===== src/rtl/ilpwm_pkg.sv =====
package ilpwm_pkg;

    // Low-side window: the larger of a tenth of the period and the floor.
    function automatic int off_window(input int period, input int min_ls);
        int tenth;
        tenth = period / 10;
        return (tenth > min_ls) ? tenth : min_ls;
    endfunction

    // Starting point of the sawtooth for phase idx out of nph phases.
    function automatic int ramp_origin(input int period, input int idx, input int nph);
        return (period * idx) / nph;
    endfunction

endpackage


===== src/rtl/ilpwm_ramp.sv =====
module ilpwm_ramp #(
    parameter int PERIOD = 40,
    parameter int START  = 0,
    localparam int RW    = $clog2(PERIOD)
) (
    input  logic          clk,
    input  logic          rst_n,
    output logic [RW-1:0] ramp_o,
    output logic [RW-1:0] ramp_nx_o,
    output logic          wrap_o
);
    typedef struct packed {
        logic [RW-1:0] count;
    } ramp_state_t;

    ramp_state_t st_d, st_q;

    always_comb begin
        st_d = st_q;
        wrap_o = (st_q.count == RW'(PERIOD - 1));
        if (wrap_o) st_d.count = '0;
        else        st_d.count = st_q.count + RW'(1);
    end

    always_ff @(posedge clk or negedge rst_n) begin
        if (!rst_n) st_q <= '{count: RW'(START)};
        else        st_q <= st_d;
    end

    assign ramp_o    = st_q.count;
    assign ramp_nx_o = st_d.count;

    // the sawtooth returns to zero right after its last step
    a_r1_wrap: assert property (@(posedge clk) disable iff (!rst_n)
        wrap_o |=> (ramp_o == '0));

    a_r1_in_range: assert property (@(posedge clk) disable iff (!rst_n)
        ramp_o <= RW'(PERIOD - 1));
endmodule


===== src/rtl/ilpwm_limit.sv =====
module ilpwm_limit #(
    parameter int PERIOD = 40,
    parameter int MIN_LS = 6,
    localparam int CW    = $clog2(PERIOD + 1),
    localparam int OFF   = ilpwm_pkg::off_window(PERIOD, MIN_LS),
    localparam int MAXD  = PERIOD - OFF
) (
    input  logic [CW-1:0] ctl_i,
    output logic [CW-1:0] thr_o
);
    logic [CW-1:0] duty;

    always_comb begin
        duty  = (ctl_i > CW'(MAXD)) ? CW'(MAXD) : ctl_i;
        thr_o = CW'(PERIOD) - duty;
    end

    // threshold never leaves less than the off-window for the low side
    always_comb begin
        a_r3_thr_floor: assert (thr_o >= CW'(OFF));
    end
endmodule


===== src/rtl/ilpwm_phase.sv =====
module ilpwm_phase #(
    parameter int PERIOD = 40,
    parameter int MIN_LS = 6,
    localparam int RW    = $clog2(PERIOD),
    localparam int CW    = $clog2(PERIOD + 1),
    localparam int OFF   = ilpwm_pkg::off_window(PERIOD, MIN_LS)
) (
    input  logic          clk,
    input  logic          rst_n,
    input  logic          enable_i,
    input  logic [RW-1:0] ramp_i,
    input  logic [RW-1:0] ramp_nx_i,
    input  logic          wrap_i,
    input  logic [CW-1:0] ctl_i,
    output logic          hs_o,
    output logic          ls_o
);
    typedef struct packed {
        logic [CW-1:0] thr;
        logic          en;
        logic          hs;
        logic          ls;
    } phase_state_t;

    phase_state_t st_d, st_q;
    logic [CW-1:0] thr_lim;

    ilpwm_limit #(.PERIOD(PERIOD), .MIN_LS(MIN_LS)) u_limit (
        .ctl_i (ctl_i),
        .thr_o (thr_lim)
    );

    always_comb begin
        st_d     = st_q;
        st_d.thr = wrap_i ? thr_lim : st_q.thr;
        st_d.en  = enable_i;
        st_d.hs  = enable_i && (CW'(ramp_nx_i) >= st_d.thr);
        st_d.ls  = enable_i && !st_d.hs;
    end

    always_ff @(posedge clk or negedge rst_n) begin
        if (!rst_n) st_q <= '{thr: CW'(PERIOD), en: 1'b0, hs: 1'b0, ls: 1'b0};
        else        st_q <= st_d;
    end

    assign hs_o = st_q.hs;
    assign ls_o = st_q.ls;

    // once on, the high side stays on until the sawtooth wraps
    a_r2_hold: assert property (@(posedge clk) disable iff (!rst_n)
        (st_q.en && $past(st_q.en) && $past(st_q.hs) && ramp_i != '0) |-> st_q.hs);

    // the high side falls at the wrap
    a_r2_fall: assert property (@(posedge clk) disable iff (!rst_n)
        (st_q.hs && wrap_i) |=> !st_q.hs);

    // high side never on inside the low-side window at the period start
    a_r4_floor: assert property (@(posedge clk) disable iff (!rst_n)
        st_q.hs |-> (ramp_i >= RW'(OFF)));
endmodule


===== src/rtl/ilpwm_dual.sv =====
module ilpwm_dual #(
    parameter int PERIOD = 40,
    parameter int MIN_LS = 6,
    localparam int NPH   = 2,
    localparam int RW    = $clog2(PERIOD),
    localparam int CW    = $clog2(PERIOD + 1)
) (
    input  logic          clk,
    input  logic          rst_n,
    input  logic          run,
    input  logic          light_load,
    input  logic [CW-1:0] ctl_a,
    input  logic [CW-1:0] ctl_b,
    output logic          hs_a,
    output logic          ls_a,
    output logic          hs_b,
    output logic          ls_b
);
    logic [CW-1:0] ctl_arr [NPH];
    logic          hs_arr  [NPH];
    logic          ls_arr  [NPH];
    logic          en_arr  [NPH];

    assign ctl_arr[0] = ctl_a;
    assign ctl_arr[1] = ctl_b;

    for (genvar i = 0; i < NPH; i++) begin : g_phase
        logic [RW-1:0] ramp, ramp_nx;
        logic          wrap;

        // phase 0 is the one that the light-load input shuts off
        if (i == 0) begin : g_light
            assign en_arr[i] = run && !light_load;
        end else begin : g_full
            assign en_arr[i] = run;
        end

        ilpwm_ramp #(
            .PERIOD (PERIOD),
            .START  (ilpwm_pkg::ramp_origin(PERIOD, i, NPH))
        ) u_ramp (
            .clk       (clk),
            .rst_n     (rst_n),
            .ramp_o    (ramp),
            .ramp_nx_o (ramp_nx),
            .wrap_o    (wrap)
        );

        ilpwm_phase #(.PERIOD(PERIOD), .MIN_LS(MIN_LS)) u_phase (
            .clk       (clk),
            .rst_n     (rst_n),
            .enable_i  (en_arr[i]),
            .ramp_i    (ramp),
            .ramp_nx_i (ramp_nx),
            .wrap_i    (wrap),
            .ctl_i     (ctl_arr[i]),
            .hs_o      (hs_arr[i]),
            .ls_o      (ls_arr[i])
        );
    end

    assign hs_a = hs_arr[0];
    assign ls_a = ls_arr[0];
    assign hs_b = hs_arr[1];
    assign ls_b = ls_arr[1];

    // the two requests of a phase are never on together
    a_r4_excl: assert property (@(posedge clk) disable iff (!rst_n)
        !(hs_a && ls_a) && !(hs_b && ls_b));

    // stopping clears every request at the next edge
    a_r7_stop: assert property (@(posedge clk) disable iff (!rst_n)
        !run |=> (!hs_a && !ls_a && !hs_b && !ls_b));

    // light load silences phase A at the next edge
    a_r6_light: assert property (@(posedge clk) disable iff (!rst_n)
        light_load |=> (!hs_a && !ls_a));
endmodule


===== config.mk =====
export PLATFORM = sky130hd
export DESIGN_NAME = ilpwm_dual
export DESIGN_NICKNAME = d
export VERILOG_FILES = /design/src/rtl/ilpwm_pkg.sv /design/src/rtl/ilpwm_ramp.sv /design/src/rtl/ilpwm_limit.sv /design/src/rtl/ilpwm_phase.sv /design/src/rtl/ilpwm_dual.sv
export SDC_FILE = /design/constraint.sdc
export NUM_CORES = 1
export LEC_CHECK = 0
export ABC_AREA = 1
export CORE_ASPECT_RATIO = 1.75
export CORE_UTILIZATION = 40
export CTS_CLUSTER_SIZE = 16
export DETAILED_ROUTE_END_ITERATION = 8
export DONT_BUFFER_PORTS = 1
export PLACE_DENSITY = 0.56
export SLEW_MARGIN = 20
export SYNTH_ARGS = -nofsm -noshare
export SYNTH_HDL_FRONTEND = slang
export SYNTH_SLANG_ARGS = --single-unit

===== constraint.sdc =====
create_clock -name clk -period 3.7 [get_ports clk]
set_input_delay 0.37 -clock clk [delete_from_list [all_inputs] [get_ports clk]]
set_output_delay 0.37 -clock clk [all_outputs]
set_load 0.05 [all_outputs]

; ---- Word level (Yosys, flattened, before mapping)
; Cells that the tools add are included.
; W data, S select, Z words.
[op_classes]
addsub = 4
multipliers = 0
div_mod_pow = 0
n_lt_le_gt_ge = 4
eq_ne = 2
shift = 0
mux = 6
n_bitwise = 0
n_reduce_logical = 8
[op_table]
columns = op, count
row1 = $mux W6, 6
row2 = $add A6 B1 Y6 const B, 2
row3 = $eq A6 B6 Y1 const B, 2
row4 = $ge A6 B6 Y1, 2
row5 = $gt A6 B6 Y1 const B, 2
row6 = $sub A6 B6 Y6 const A, 2
row7 = $logic_and A1 B1 Y1, 5
row8 = $logic_not A1 Y1, 3
[word_totals]
reg_bits = 28
latch_bits = 0
ram_bits = 0
mem_bits_ro = 0
elab_cells = 32
memories = 0

; ---- Depth between registers and ports, before layout
; Gate-level depths: netlist (run 1).
[depth]
ltp_word = 8
ltp_mapped = 18
depth_no_buf = 18

; ---- Hierarchy
; From an unflattened synthesis (run 1), not the netlist that was laid out.
[unflattened]
cells_unflattened = 228
area_unflattened_um2 = 1789.2
[by_module_without_submodules]
columns = module, n_inst, cells_each, area_per_inst_um2, seq_area_each_um2
row1 = ilpwm_phase, 2, 58, 485.5, 202.7
row2 = ilpwm_ramp at g_phase[1].u_ramp, 1, 30, 272.8, 152.6
row3 = ilpwm_ramp at g_phase[0].u_ramp, 1, 30, 270.3, 150.1
row4 = ilpwm_limit, 2, 25, 132.6, 0.0
row5 = ilpwm_dual, 1, 2, 10.0, 0.0

; ---- Worst setup path after synthesis (run 1)
; Ideal clock, no wire load.
[synth_path]
kind = input to register
startpoint = in ctl_b[4]
endpoint = reg g_phase[1].u_phase.st_q (netlist bit g_phase[1].u_phase.hs_o)
setup_time_ns = 0.113
arrival_ns = 2.013
slack_ns = 1.574
path_stages = 17
n_path_buf = 0
path_cell_list = nor2_1 > nand3_1 > a21oi_1 > ha_1 > inv_1 > o21ai_0 > xor2_1 > nand2_1 > nand2_1 > inv_2 > ha_1 > nand2_1 > inv_1 > o211ai_1 > nand3_1 > nand2_1 > inv_1
[synth_rtl]
columns = element, line
row1 = "start, declared", ilpwm_dual.sv:13  ; input logic [CW-1:0] ctl_b,
row2 = "end signal, assigned", ilpwm_phase.sv:42  ; if (!rst_n) st_q <= '{thr: CW'(PERIOD), en: 1'b0, hs: 1'b0, ls: 1'b0};
row3 = "end signal, assigned", ilpwm_phase.sv:43  ; else st_q <= st_d;
row4 = "end, declared", ilpwm_phase.sv:25  ; phase_state_t st_d, st_q;

==> flow_metrics.py, run 1 <==
metrics = {
    "yosys": {
        "ys_types": 23,
        "synth_area_per_cell_um2": 8.31,
        "synthesis.area_um2": 1680,
        "yosysSeqAreaShare_pct": 42.2,
        "ys_top_cells_by_count": "nand2_1, inv_1, dfrtp_1",
        "synth.most_common_cell": "nand2_1",
        "synth_fp_nets": 234,
        "async_flop_share_pct": 100,
        "netlist_instances": 202,
        "synth.largest_area_cell": "dfrtp_1",
        "ys_ff_latch": 28,
        "synth_enable_flop_cells": 0,
        "synth_flop_cell": "dfrtp_1",
        "ys_warn_count": 0,
        "synthTopCellsByArea": "dfrtp_1, ha_1, nand2_1",
        "synth_top_area_share_pct": 32.8,
    },
    "critical_path": {
        "cp.depth": 11,
        "critPathCapture": "g_phase[0].u_phase.ls_o",
        "slowest_delay_ns": 0.47,
        "crit_family": "simple AND/OR/NAND/NOR gates",
        "crit_path_end_kind": "flop",
        "slowest_stage": "nor4_4",
        "critical_path_class": "flop to flop",
        "crit_chain": "ha_1 -> nand2_1 -> nor4_4 -> inv_4 -> o21ai_0 -> a21oi_1 -> ha_1 -> a21oi_1 -> o21a_1 -> nand3_1 -> nor3_1",
        "critPathBufInv": 1,
        "cp-startpoint": "g_phase[0].u_ramp.ramp_o[0]",
        "start_kind": "flop",
        "r2r_slack_ns": 1.29,
        "rr_endpoint": "g_phase[0].u_phase.ls_o",
        "crit_fanout": 10,
        "r2r_start": "g_phase[0].u_ramp.ramp_o[0]",
        "arrival_ns": 2.61,
        "r2r.worst_path.cells": 11,
        "cp.required_ns": 3.90,
    },
    "min_path": {
        "hp-class": "input pin to flop",
        "worstHoldStart": "light_load",
    },
    "global_routing": {
        "top_usage_layer": "met2",
        "grt_pass1_wl_um": 5800,
        "grtUsageMet3_pct": 2.26,
        "grt_usage_pct": 17.6,
        "grt_max_degree": 29,
        "grt-ovfl-total": 0,
        "met2_usage_pct": 34.0,
        "grt_pass1_vias": 1375,
        "grt.met1_usage_pct": 17.6,
        "antenna_found_initial": 0,
    },
    "route": {
        "wl_um": 3300,
        "final_antenna_net_count": 0,
        "drtPass1Iterations": 3,
        "drt_iter0_markers": 12,
        "viasPerCell": 4.93,
        "avgRoutedWirePerCell_um": 12.9,
        "drcViolationCount": 0,
        "vias": 1263,
    },
    "clocking": {
        "cts_hold_buf": 2,
        "cts_buffer_depth": 2,
        "htree_levels": 1,
        "path_clk_slew_ns": 0.10,
        "clkLatencyLatePin_ns": 0.27,
        "cts_num_sinks": 28,
        "cts_tree": "done",
        "cts_made_buffers": 3,
        "post_cts_buffers": 0,
        "cts_repair_resize_count": 0,
        "ctsRootBufferMaster": "clkbuf_8",
    },
    "timing": {
        "maxClockFrequency_mhz": 414,
        "fin_crit_sh_pct": 65.2,
        "finalSetupViolations": 0,
        "tightest_slew_ns": 0.602,
        "hold_violations": 0,
        "fin_setup_tns_ns": 0,
        "rsz0062_at_grt": "no",
        "finalMaxSlewViolations": 0,
        "finClkSkew_ns": 0.00564,
        "slew_headroom_pct": 59.6,
        "period_minus_slack_ns": 2.41,
    },
    "power": {
        "p_leak_nw": 0.956,
        "pwr-share-clk_pct": 30.5,
        "pwr-share-comb_pct": 14.0,
        "design_power_total_w": 0.000613,
        "p_switching_w": 0.000160,
        "ir_drop_v": 0.000230,
        "power_density_nw_per_um2": 336,
        "seqPwrFrac_pct": 55.5,
        "switching_share_pct": 26.2,
        "power.internal_w": 0.000453,
    },
    "floorplanning": {
        "start_util_pct": 42.6,
        "coreArea_um2": 3940,
        "num_io_pins": 20,
        "die_w_um": 51.0,
        "die_h_um": 87.7,
        "die_area_um2": 4470,
        "rows": 30,
    },
    "layout": {
        "fin_nets": 241,
        "drive_gt1_share_pct": 11.5,
        "final_area_um2": 1820,
        "area_growth_pct": 8.65,
        "nFillCells": 395,
        "diodes": 0,
        "instances_no_fill": 256,
    },
    "placement": {
        "place_congestion": 0.797,
        "dpl-instance-area_um2": 1740,
        "port_buffers": 0,
        "dpl.hpwl_um": 2680,
        "dp.cells": 250,
    },
    "outcome": {
        "status": "finished clean",
    },
    "run": {
        "drv_cap": 0,
    },
}
-- logic make-up after synthesis --
group | Yosys count | share of synthesized area [%]
xor gates and xnor gates | 7 | 3.65
and+or+nand+nor | 89 | 24.3
buffers and inverters | 34 | 7.90
AOI/OAI and AO/OA | 28 | 9.99
adders and majority gates | 16 | 11.9
DFF | 28 | 42.2
-- per-stage QoR --
step / util [%] / worst slack, ns / hold WS [ns]
after CTS: 46.3 / 1.23 / 0.146
after global routing: 46.3 / 0.924 / 0.136
after global placement: 44.1 / 1.28 / 0.0752
final: 46.3 / 1.29 / 0.152
after floorplan: - / 1.57 / 0.0744
after detailed placement: 44.1 / 1.24 / 0.0753
-- worst reg2reg max path, stage by stage, from the launching register on --
cell and delay [ns]:
dfrtp_1 0.38, ha_1 0.18, nand2_1 0.12, nor4_4 0.47
inv_4 0.13, o21ai_0 0.12, a21oi_1 0.08, ha_1 0.31
a21oi_1 0.16, o21a_1 0.14, nand3_1 0.10, nor3_1 0.14
-- cell type report --
class                           instances  area (um^2)  area share [%]
Inverter                               34          133            7.28
Tap cell                               48         60.1            3.29
Sequential cell                        28          708            38.8
Clock buffer                            4         55.1            3.02
Multi-Input combinational cell        140          837            45.9
Timing Repair Buffer                    2         30.0            1.65
-- sequential cells by signal, summed over array words and instances, names as in the netlist --
| signal | flops |
|---|---|
| g_phase.u_phase.hs_o | 2 |
| g_phase.u_phase.ls_o | 2 |
| g_phase.u_phase.st_q | 12 |
| g_phase.u_ramp.ramp_o | 12 |
-- per-layer routing --
layer	vias to the layer above	routed length, um
li1	663	-
met3	6	73
met4	0	104
met2	20	1900
met1	574	1220
met5	-	0
-- power by group through the flow --
stage	sequential [W]	clock [W]	combinational [W]
finish	0.000340	0.000187	0.0000860
global route	0.000342	0.000206	0.000102
CTS	0.000341	0.000194	0.0000882
detailed placement	0.000347	0	0.0000780
global placement	0.000346	0	0.0000758
floorplan	0.000345	0	0.0000634
-- worst min-delay path by stage --
stage               cells past startpoint                           to  slack, ns
floorplan                               0      g_phase[0].u_phase.hs_o       0.07
global placement                        0  g_phase[1].u_ramp.ramp_o[3]       0.08
detailed placement                      0  g_phase[1].u_ramp.ramp_o[1]       0.08
CTS                                     1      g_phase[0].u_phase.ls_o       0.15
global route                            1      g_phase[0].u_phase.ls_o       0.14
finish                                  1      g_phase[0].u_phase.ls_o       0.15
-- placed cells by master, fill, tap and decap left out --
cell	Yosys	routed
a21boi_1	2	2
a21oi_1	10	10
buf_12	0	1
clkbuf_8	0	4
dfrtp_1	22	22
dfstp_2	6	6
dlygate4sd3_1	0	1
ha_1	16	16
inv_1	28	28
inv_2	4	4
inv_4	2	2
nand2_1	49	49
nand2_2	1	1
nand3_1	8	8
nand4_1	6	6
nor2_1	18	18
nor3_1	1	1
nor4_4	2	2
o211ai_1	4	4
o21a_1	2	2
o21ai_0	4	4
o21ai_1	4	4
o21ai_2	2	2
or2_1	2	2
or2_2	2	2
xor2_1	7	7
Note: power is estimated with default switching activity, not from simulation.
==> run 2: changes to the inputs <==
--- a/config.mk
+++ b/config.mk
@@ -5,7 +5,7 @@
 export SDC_FILE = /design/constraint.sdc
 export NUM_CORES = 1
 export LEC_CHECK = 0
-export ABC_AREA = 1
+export ABC_AREA = 0
 export CORE_ASPECT_RATIO = 1.75
 export CORE_UTILIZATION = 40
 export CTS_CLUSTER_SIZE = 16
==> constraint.sdc (replaced) <==
create_clock -name clk -period 2.5 [get_ports clk]
set_input_delay 0.25 -clock clk [delete_from_list [all_inputs] [get_ports clk]]
set_output_delay 0.25 -clock clk [all_outputs]
set_load 0.05 [all_outputs]
==> run 2 against run 1 <==
- sequential cell count unchanged
- register-to-register slack worse by 1.1 ns
- worst hold slack worse by 0.092 ns
==> flow_metrics.py, run 2 <==
metrics = {
    "timing": {
        "layout_setup_ws_ns": 0.161,
        "rsz0062_at_grt": "no",
        "slew_headroom_pct": 69.4,
        "finalSetupViolations": 0,
        "finalMaxSlewViolations": 0,
        "tightest_slew_ns": 0.459,
        "period_minus_slack_ns": 2.34,
        "fin_setup_tns_ns": 0,
        "maxClockFrequency_mhz": 428,
        "hold_violations": 0,
        "fin_crit_sh_pct": 93.6,
        "finClkSkew_ns": 0.00508,
    },
    "floorplanning": {
        "coreArea_um2": 3870,
        "die_h_um": 86.2,
        "die_w_um": 50.1,
        "die_area_um2": 4320,
        "rows": 30,
        "num_io_pins": 20,
        "start_util_pct": 41.9,
    },
    "layout": {
        "final_cell_mix": "dfrtp_1, ha_1, inv_1",
        "final_common_cell": "dfrtp_1",
        "fin_nets": 193,
        "top_regs": "g_phase.u_phase.st_q x12, g_phase.u_ramp.ramp_o x12",
        "nFillCells": 366,
        "drive_gt1_share_pct": 18.9,
        "multi_input_area_um2": 873,
        "regArea_um2": 708,
        "area_growth_pct": 12.9,
        "final_area_um2": 1830,
        "diodes": 0,
    },
    "critical_path": {
        "crit_fanout": 4,
        "crit_path_end_kind": "flop",
        "cp.required_ns": 2.68,
        "start_kind": "input pin",
        "arrival_ns": 2.52,
        "critical_path_class": "input pin to flop",
    },
    "yosys": {
        "netlist_instances": 146,
        "synthTopCellsByArea": "dfrtp_1, ha_1, dfstp_2",
        "synth.largest_area_cell": "dfrtp_1",
        "synth_flop_cell": "dfrtp_1",
        "synth_fp_nets": 178,
        "synthesis.area_um2": 1620,
        "synth_enable_flop_cells": 0,
        "async_flop_share_pct": 100,
        "ys_top_cells_by_count": "dfrtp_1, ha_1, inv_1",
        "synth_area_per_cell_um2": 11.1,
        "ys_ff_latch": 28,
        "ys_warn_count": 0,
        "yosysSeqAreaShare_pct": 43.7,
        "synth_top_area_share_pct": 34.0,
        "synth.most_common_cell": "dfrtp_1",
        "ys_types": 32,
    },
    "clocking": {
        "cts_tree": "done",
        "htree_levels": 1,
        "path_clk_slew_ns": 0.09,
        "cts_num_sinks": 28,
        "ctsRootBufferMaster": "clkbuf_8",
        "clkLatencyLatePin_ns": 0.27,
        "cts_buffer_depth": 2,
        "cts_made_buffers": 3,
        "post_cts_buffers": 0,
    },
    "power": {
        "ir_drop_v": 0.000265,
        "p_leak_nw": 0.815,
        "design_power_total_w": 0.000864,
        "power_density_nw_per_um2": 473,
    },
    "placement": {
        "dp_slack_ns": -0.161,
        "dpl.hpwl_um": 2490,
        "dpl-instance-area_um2": 1750,
        "port_buffers": 0,
        "place_congestion": 0.805,
    },
    "global_routing": {
        "grt_max_degree": 29,
        "grt_pass1_wl_um": 5220,
        "grt_usage_pct": 16.2,
        "antenna_found_initial": 0,
        "grt-ovfl-total": 0,
        "grt_pass1_vias": 1185,
    },
    "route": {
        "drt_iter0_markers": 12,
        "drcViolationCount": 0,
        "wl_um": 3110,
        "final_antenna_net_count": 0,
        "avgRoutedWirePerCell_um": 15.0,
        "viasPerCell": 5.38,
        "vias": 1114,
        "drtPass1Iterations": 4,
    },
    "run": {
        "drv_cap": 0,
    },
    "min_path": {
        "hp-class": "input pin to flop",
    },
    "outcome": {
        "status": "finished clean",
    },
}
run 2: cell types whose count changed after synthesis, moves of 3 or more:
cell / change
o211ai_1: -4
nand3_1: -4
nand2b_1: +6
nor2b_1: +4
inv_1: -17
nor3b_1: +3
a21oi_1: -10
o31ai_1: +5
nand2_1: -44
nand4_1: -4
nor2_1: -8
mux2i_1: +8
inv_2: -4
xnor2_1: +6
run 2: path summary, 6_finish.rpt:
kind	cells after the start	start	to	slack, ns
setup / recovery	12	ctl_a[0]	g_phase[0].u_phase.hs_o	0.16
hold / removal	1	ctl_b[5]	g_phase[1].u_phase.st_q[7]	0.06
setup reg to reg	7	g_phase[1].u_ramp.ramp_o[2]	g_phase[1].u_phase.hs_o	0.17
hold reg to reg	2	g_phase[0].u_phase.st_q[7]	g_phase[0].u_phase.st_q[7]	0.48
max in group asynchronous	2	rst_n	g_phase[1].u_phase.st_q[6]	1.86
min in group asynchronous	2	rst_n	g_phase[0].u_phase.ls_o	0.41
run 2: cell type report:
cell class,instances,share of cell area [%]
multi-input combinational,105,47.7
sequential,28,38.7
timing repair buffer,12,5.75
tap,48,3.28
clock buffer,3,2.26
inverter,11,2.26
run 2: power breakdown:
part	internal [W]	leakage (nW)	switching, W
clock network	0.000108	0.0216	0.000135
logic	0.0000578	0.462	0.0000616
registers	0.000476	0.331	0.0000261
run 2: what timing repair did:
action | CTS | global route
gates resized for setup | 0 | 4
endpoints found under the setup margin | 0 | 3
hold endpoints to repair | 28 | 0
hold buffers | 2 | 0
run 2: metal layers:
| metal | global-route usage [%] | vias to the layer above | part of all wire, % |
|---|---|---|---|
| met1 | 16.0 | 546 | 37 |
| met3 | 2.46 | 7 | 1.8 |
| met5 | 0 | - | 0 |
| met4 | 8.05 | 0 | 2.4 |
| met2 | 31.4 | 14 | 58 |
| li1 | - | 547 | - |
run 2: critical path: stages:
cell and delay, ns:
a2111oi_1 0.39, nor2b_1 0.12, nand2b_1 0.19, ha_1 0.22, inv_1 0.05, o21ai_0 0.09
xor2_1 0.17, o31a_1 0.28, ha_1 0.27, o21ai_0 0.11, o21a_1 0.19, nor3_1 0.19
run 2: logic make-up (layout without fill, tap and decap cells):
logic type               count (synthesis)  count (layout)  share of synthesized area, %
adder cells (fa/ha/maj)                 16              16                          12.4
flip-flops                              28              28                          43.7
multiplexers                            10              10                          6.33
AO/OA/AOI/OAI                           25              25                          13.3
buffers and inverters                   13              26                          3.17
AND/OR/NAND/NOR                         42              42                          14.7
XOR/XNOR                                12              12                          6.49
run 2: stage by stage:
stage | cells | util, % | hold WS [ns]
2_1_floorplan | 146 | - | -0.0456
3_3_place_gp | 202 | 45.1 | -0.0447
3_5_place_dp | 202 | 45.1 | -0.0447
4_1_cts | 207 | 47.0 | 0.0555
5_1_grt | 207 | 47.3 | 0.0468
6_report | 207 | 47.3 | 0.0602
==> run 3: changes to the inputs <==
--- a/config.mk
+++ b/config.mk
@@ -6,12 +6,12 @@
 export NUM_CORES = 1
 export LEC_CHECK = 0
 export ABC_AREA = 0
+export BUFFER_PORTS_ARGS = -buffer_cell sky130_fd_sc_hd__buf_4
 export CORE_ASPECT_RATIO = 1.75
 export CORE_UTILIZATION = 40
 export CTS_CLUSTER_SIZE = 16
 export DETAILED_ROUTE_END_ITERATION = 8
-export DONT_BUFFER_PORTS = 1
-export PLACE_DENSITY = 0.56
+export PLACE_DENSITY = 0.61
 export SLEW_MARGIN = 20
 export SYNTH_ARGS = -nofsm -noshare
 export SYNTH_HDL_FRONTEND = slang
==> run 3 against run 2 <==
- power rose by 8.2%
- global-route usage up 1.2 points
- fmax decreased by 1.2%
- sequential power shrank 4%
- sequential cell count is the same
- worst hold slack improved by 0.13 ns
- non-clock buffer count rose by 34
- first-iteration DRC count down 8.3%
- final area is 16% higher
- register-to-register slack better by 0.04 ns
- via count increased by 11%
==> flow_metrics.py, run 3 (same netlist as run 2, synthesis figures left out) <==
metrics = {
    "clocking": {
        "htree_levels": 1,
        "ctsRootBufferMaster": "clkbuf_8",
        "cts_made_buffers": 3,
        "path_clk_slew_ns": 0.09,
        "clkLatencyLatePin_ns": 0.27,
        "cts_tree": "done",
        "cts_num_sinks": 28,
        "cts_buffer_depth": 2,
    },
    "placement": {
        "dpl.hpwl_um": 2720,
        "port_buffers": 19,
        "dp_slack_ns": -0.298,
        "place_congestion": 0.785,
        "dp.cells": 233,
        "dpl-instance-area_um2": 1980,
    },
    "route": {
        "avgRoutedWirePerCell_um": 13.7,
        "drt_iter0_markers": 11,
        "vias": 1237,
        "viasPerCell": 5.11,
        "drcViolationCount": 0,
        "drtPass1Iterations": 2,
        "wl_um": 3330,
        "final_antenna_net_count": 0,
    },
    "critical_path": {
        "start_kind": "input pin",
        "crit_chain": "buf_4 -> a2111oi_4 -> nor2b_2 -> nand2b_4 -> ha_2 -> inv_1 -> o21ai_1 -> xor2_1 -> o31a_1 -> ha_1 -> o21ai_0 -> o31ai_1 -> nor3b_1",
        "slowest_delay_ns": 0.35,
        "arrival_ns": 2.52,
        "slowest_stage": "a2111oi_4",
        "crit_fanout": 3,
        "cp.required_ns": 2.65,
        "crit_path_end_kind": "flop",
        "critical_path_class": "input pin to flop",
    },
    "timing": {
        "finClkSkew_ns": 0.00544,
        "period_minus_slack_ns": 2.37,
        "finalMaxSlewViolations": 0,
        "rsz0062_at_grt": "yes",
        "tightest_slew_ns": 0.365,
        "fin_crit_sh_pct": 94.7,
        "layout_setup_ws_ns": 0.133,
        "hold_slack_ns": 0.186,
        "maxClockFrequency_mhz": 422,
        "hold_violations": 0,
        "slew_headroom_pct": 75.6,
        "finalSetupViolations": 0,
    },
    "power": {
        "power.internal_w": 0.000692,
        "power_density_nw_per_um2": 441,
        "seqPwrFrac_pct": 51.7,
        "p_leak_nw": 0.979,
        "switching_share_pct": 26.0,
        "pwr-share-comb_pct": 21.9,
        "p_switching_w": 0.000243,
        "pwr-share-clk_pct": 26.4,
        "ir_drop_v": 0.000338,
        "design_power_total_w": 0.000935,
    },
    "floorplanning": {
        "die_w_um": 50.1,
        "start_util_pct": 41.9,
        "num_io_pins": 20,
        "coreArea_um2": 3870,
        "rows": 30,
        "die_h_um": 86.2,
        "die_area_um2": 4320,
    },
    "min_path": {
        "hp-class": "input pin to flop",
    },
    "layout": {
        "nFillCells": 350,
        "regArea_um2": 708,
        "final_common_cell": "buf_4",
        "fin_nets": 227,
        "diodes": 0,
        "instances_no_fill": 242,
        "final_cell_mix": "buf_4, dfrtp_1, ha_1",
        "multi_input_area_um2": 916,
        "final_area_um2": 2120,
        "area_growth_pct": 30.7,
        "drive_gt1_share_pct": 36.6,
        "top_regs": "g_phase.u_phase.st_q x12, g_phase.u_ramp.ramp_o x12",
    },
    "global_routing": {
        "grt_max_degree": 29,
        "grt_usage_pct": 17.4,
        "antenna_found_initial": 0,
        "grt_pass1_vias": 1324,
        "grt-ovfl-total": 0,
        "grt_pass1_wl_um": 5590,
    },
    "outcome": {
        "status": "finished clean",
    },
    "run": {
        "drv_cap": 0,
    },
}
run 3: cell types whose count changed in the layout (fill, tap and decap cells not counted), sizes merged:
cell    before  now
buf         11   45
clkbuf       3    4
run 3: what timing repair did:
action,4_1_cts,5_1_grt
hold endpoints to repair,22,0
gates resized for setup,0,14
buffers inserted,0,4
setup endpoints to repair,0,4
hold buffers,1,0
run 3: cell type report:
cell class                      instances  area share, %
Tap cell                               48           2.84
Sequential cell                        28           33.4
Clock buffer                            4           2.13
Inverter                               11           1.95
Timing Repair Buffer                   46           16.4
Multi-Input combinational cell        105           43.2
run 3: worst max-delay path, delay by kind of cell:
family | cells | cell delay, ns
buffers and inverters | 2 | 0.17
adder cells (fa/ha/maj) | 2 | 0.47
AO/OA/AOI/OAI | 5 | 1.14
AND/OR/NAND/NOR | 3 | 0.33
XOR/XNOR | 1 | 0.15
run 3: power by group through the flow:
stage               Combinational (W)  Sequential [W]  Clock, W
floorplan                   0.0000799        0.000509         0
global placement             0.000184        0.000490         0
detailed placement           0.000190        0.000492         0
CTS                          0.000192        0.000483  0.000257
global route                 0.000225        0.000486  0.000274
finish                       0.000205        0.000483  0.000247
run 3: path summary, 6_finish.rpt:
kind,start,endpoint,slack (ns),depth (start not counted)
worst max register to register,g_phase[0].u_ramp.ramp_o[0],g_phase[0].u_phase.ls_o,0.21,8
max in group asynchronous,rst_n,g_phase[1].u_phase.st_q[8],1.77,2
worst min-delay path,ctl_a[5],g_phase[0].u_phase.st_q[7],0.19,2
min in group asynchronous,rst_n,g_phase[0].u_ramp.ramp_o[5],0.42,2
worst min register to register,g_phase[0].u_phase.st_q[7],g_phase[0].u_phase.st_q[7],0.49,2
worst max-delay path,ctl_b[1],g_phase[1].u_phase.ls_o,0.13,13
run 3: metrics by stage:
step / TNS [ns] / util (%)
floorplan: 0 / -
global placement: -0.645 / 51.2
detailed placement: -1.02 / 51.2
CTS: 0 / 52.6
global route: -0.0258 / 54.8
finish: 0 / 54.8
run 3: per-layer routing:
| layer | share of wire (%) | GRT usage (%) | vias up | wire, um |
|---|---|---|---|---|
| met5 | 0 | 0 | - | 0 |
| met4 | 1.1 | 7.01 | 0 | 35 |
| met3 | 1.4 | 2.11 | 4 | 46 |
| met2 | 63 | 36.7 | 11 | 2100 |
| met1 | 34 | 15.3 | 608 | 1140 |
| li1 | - | - | 614 | - |
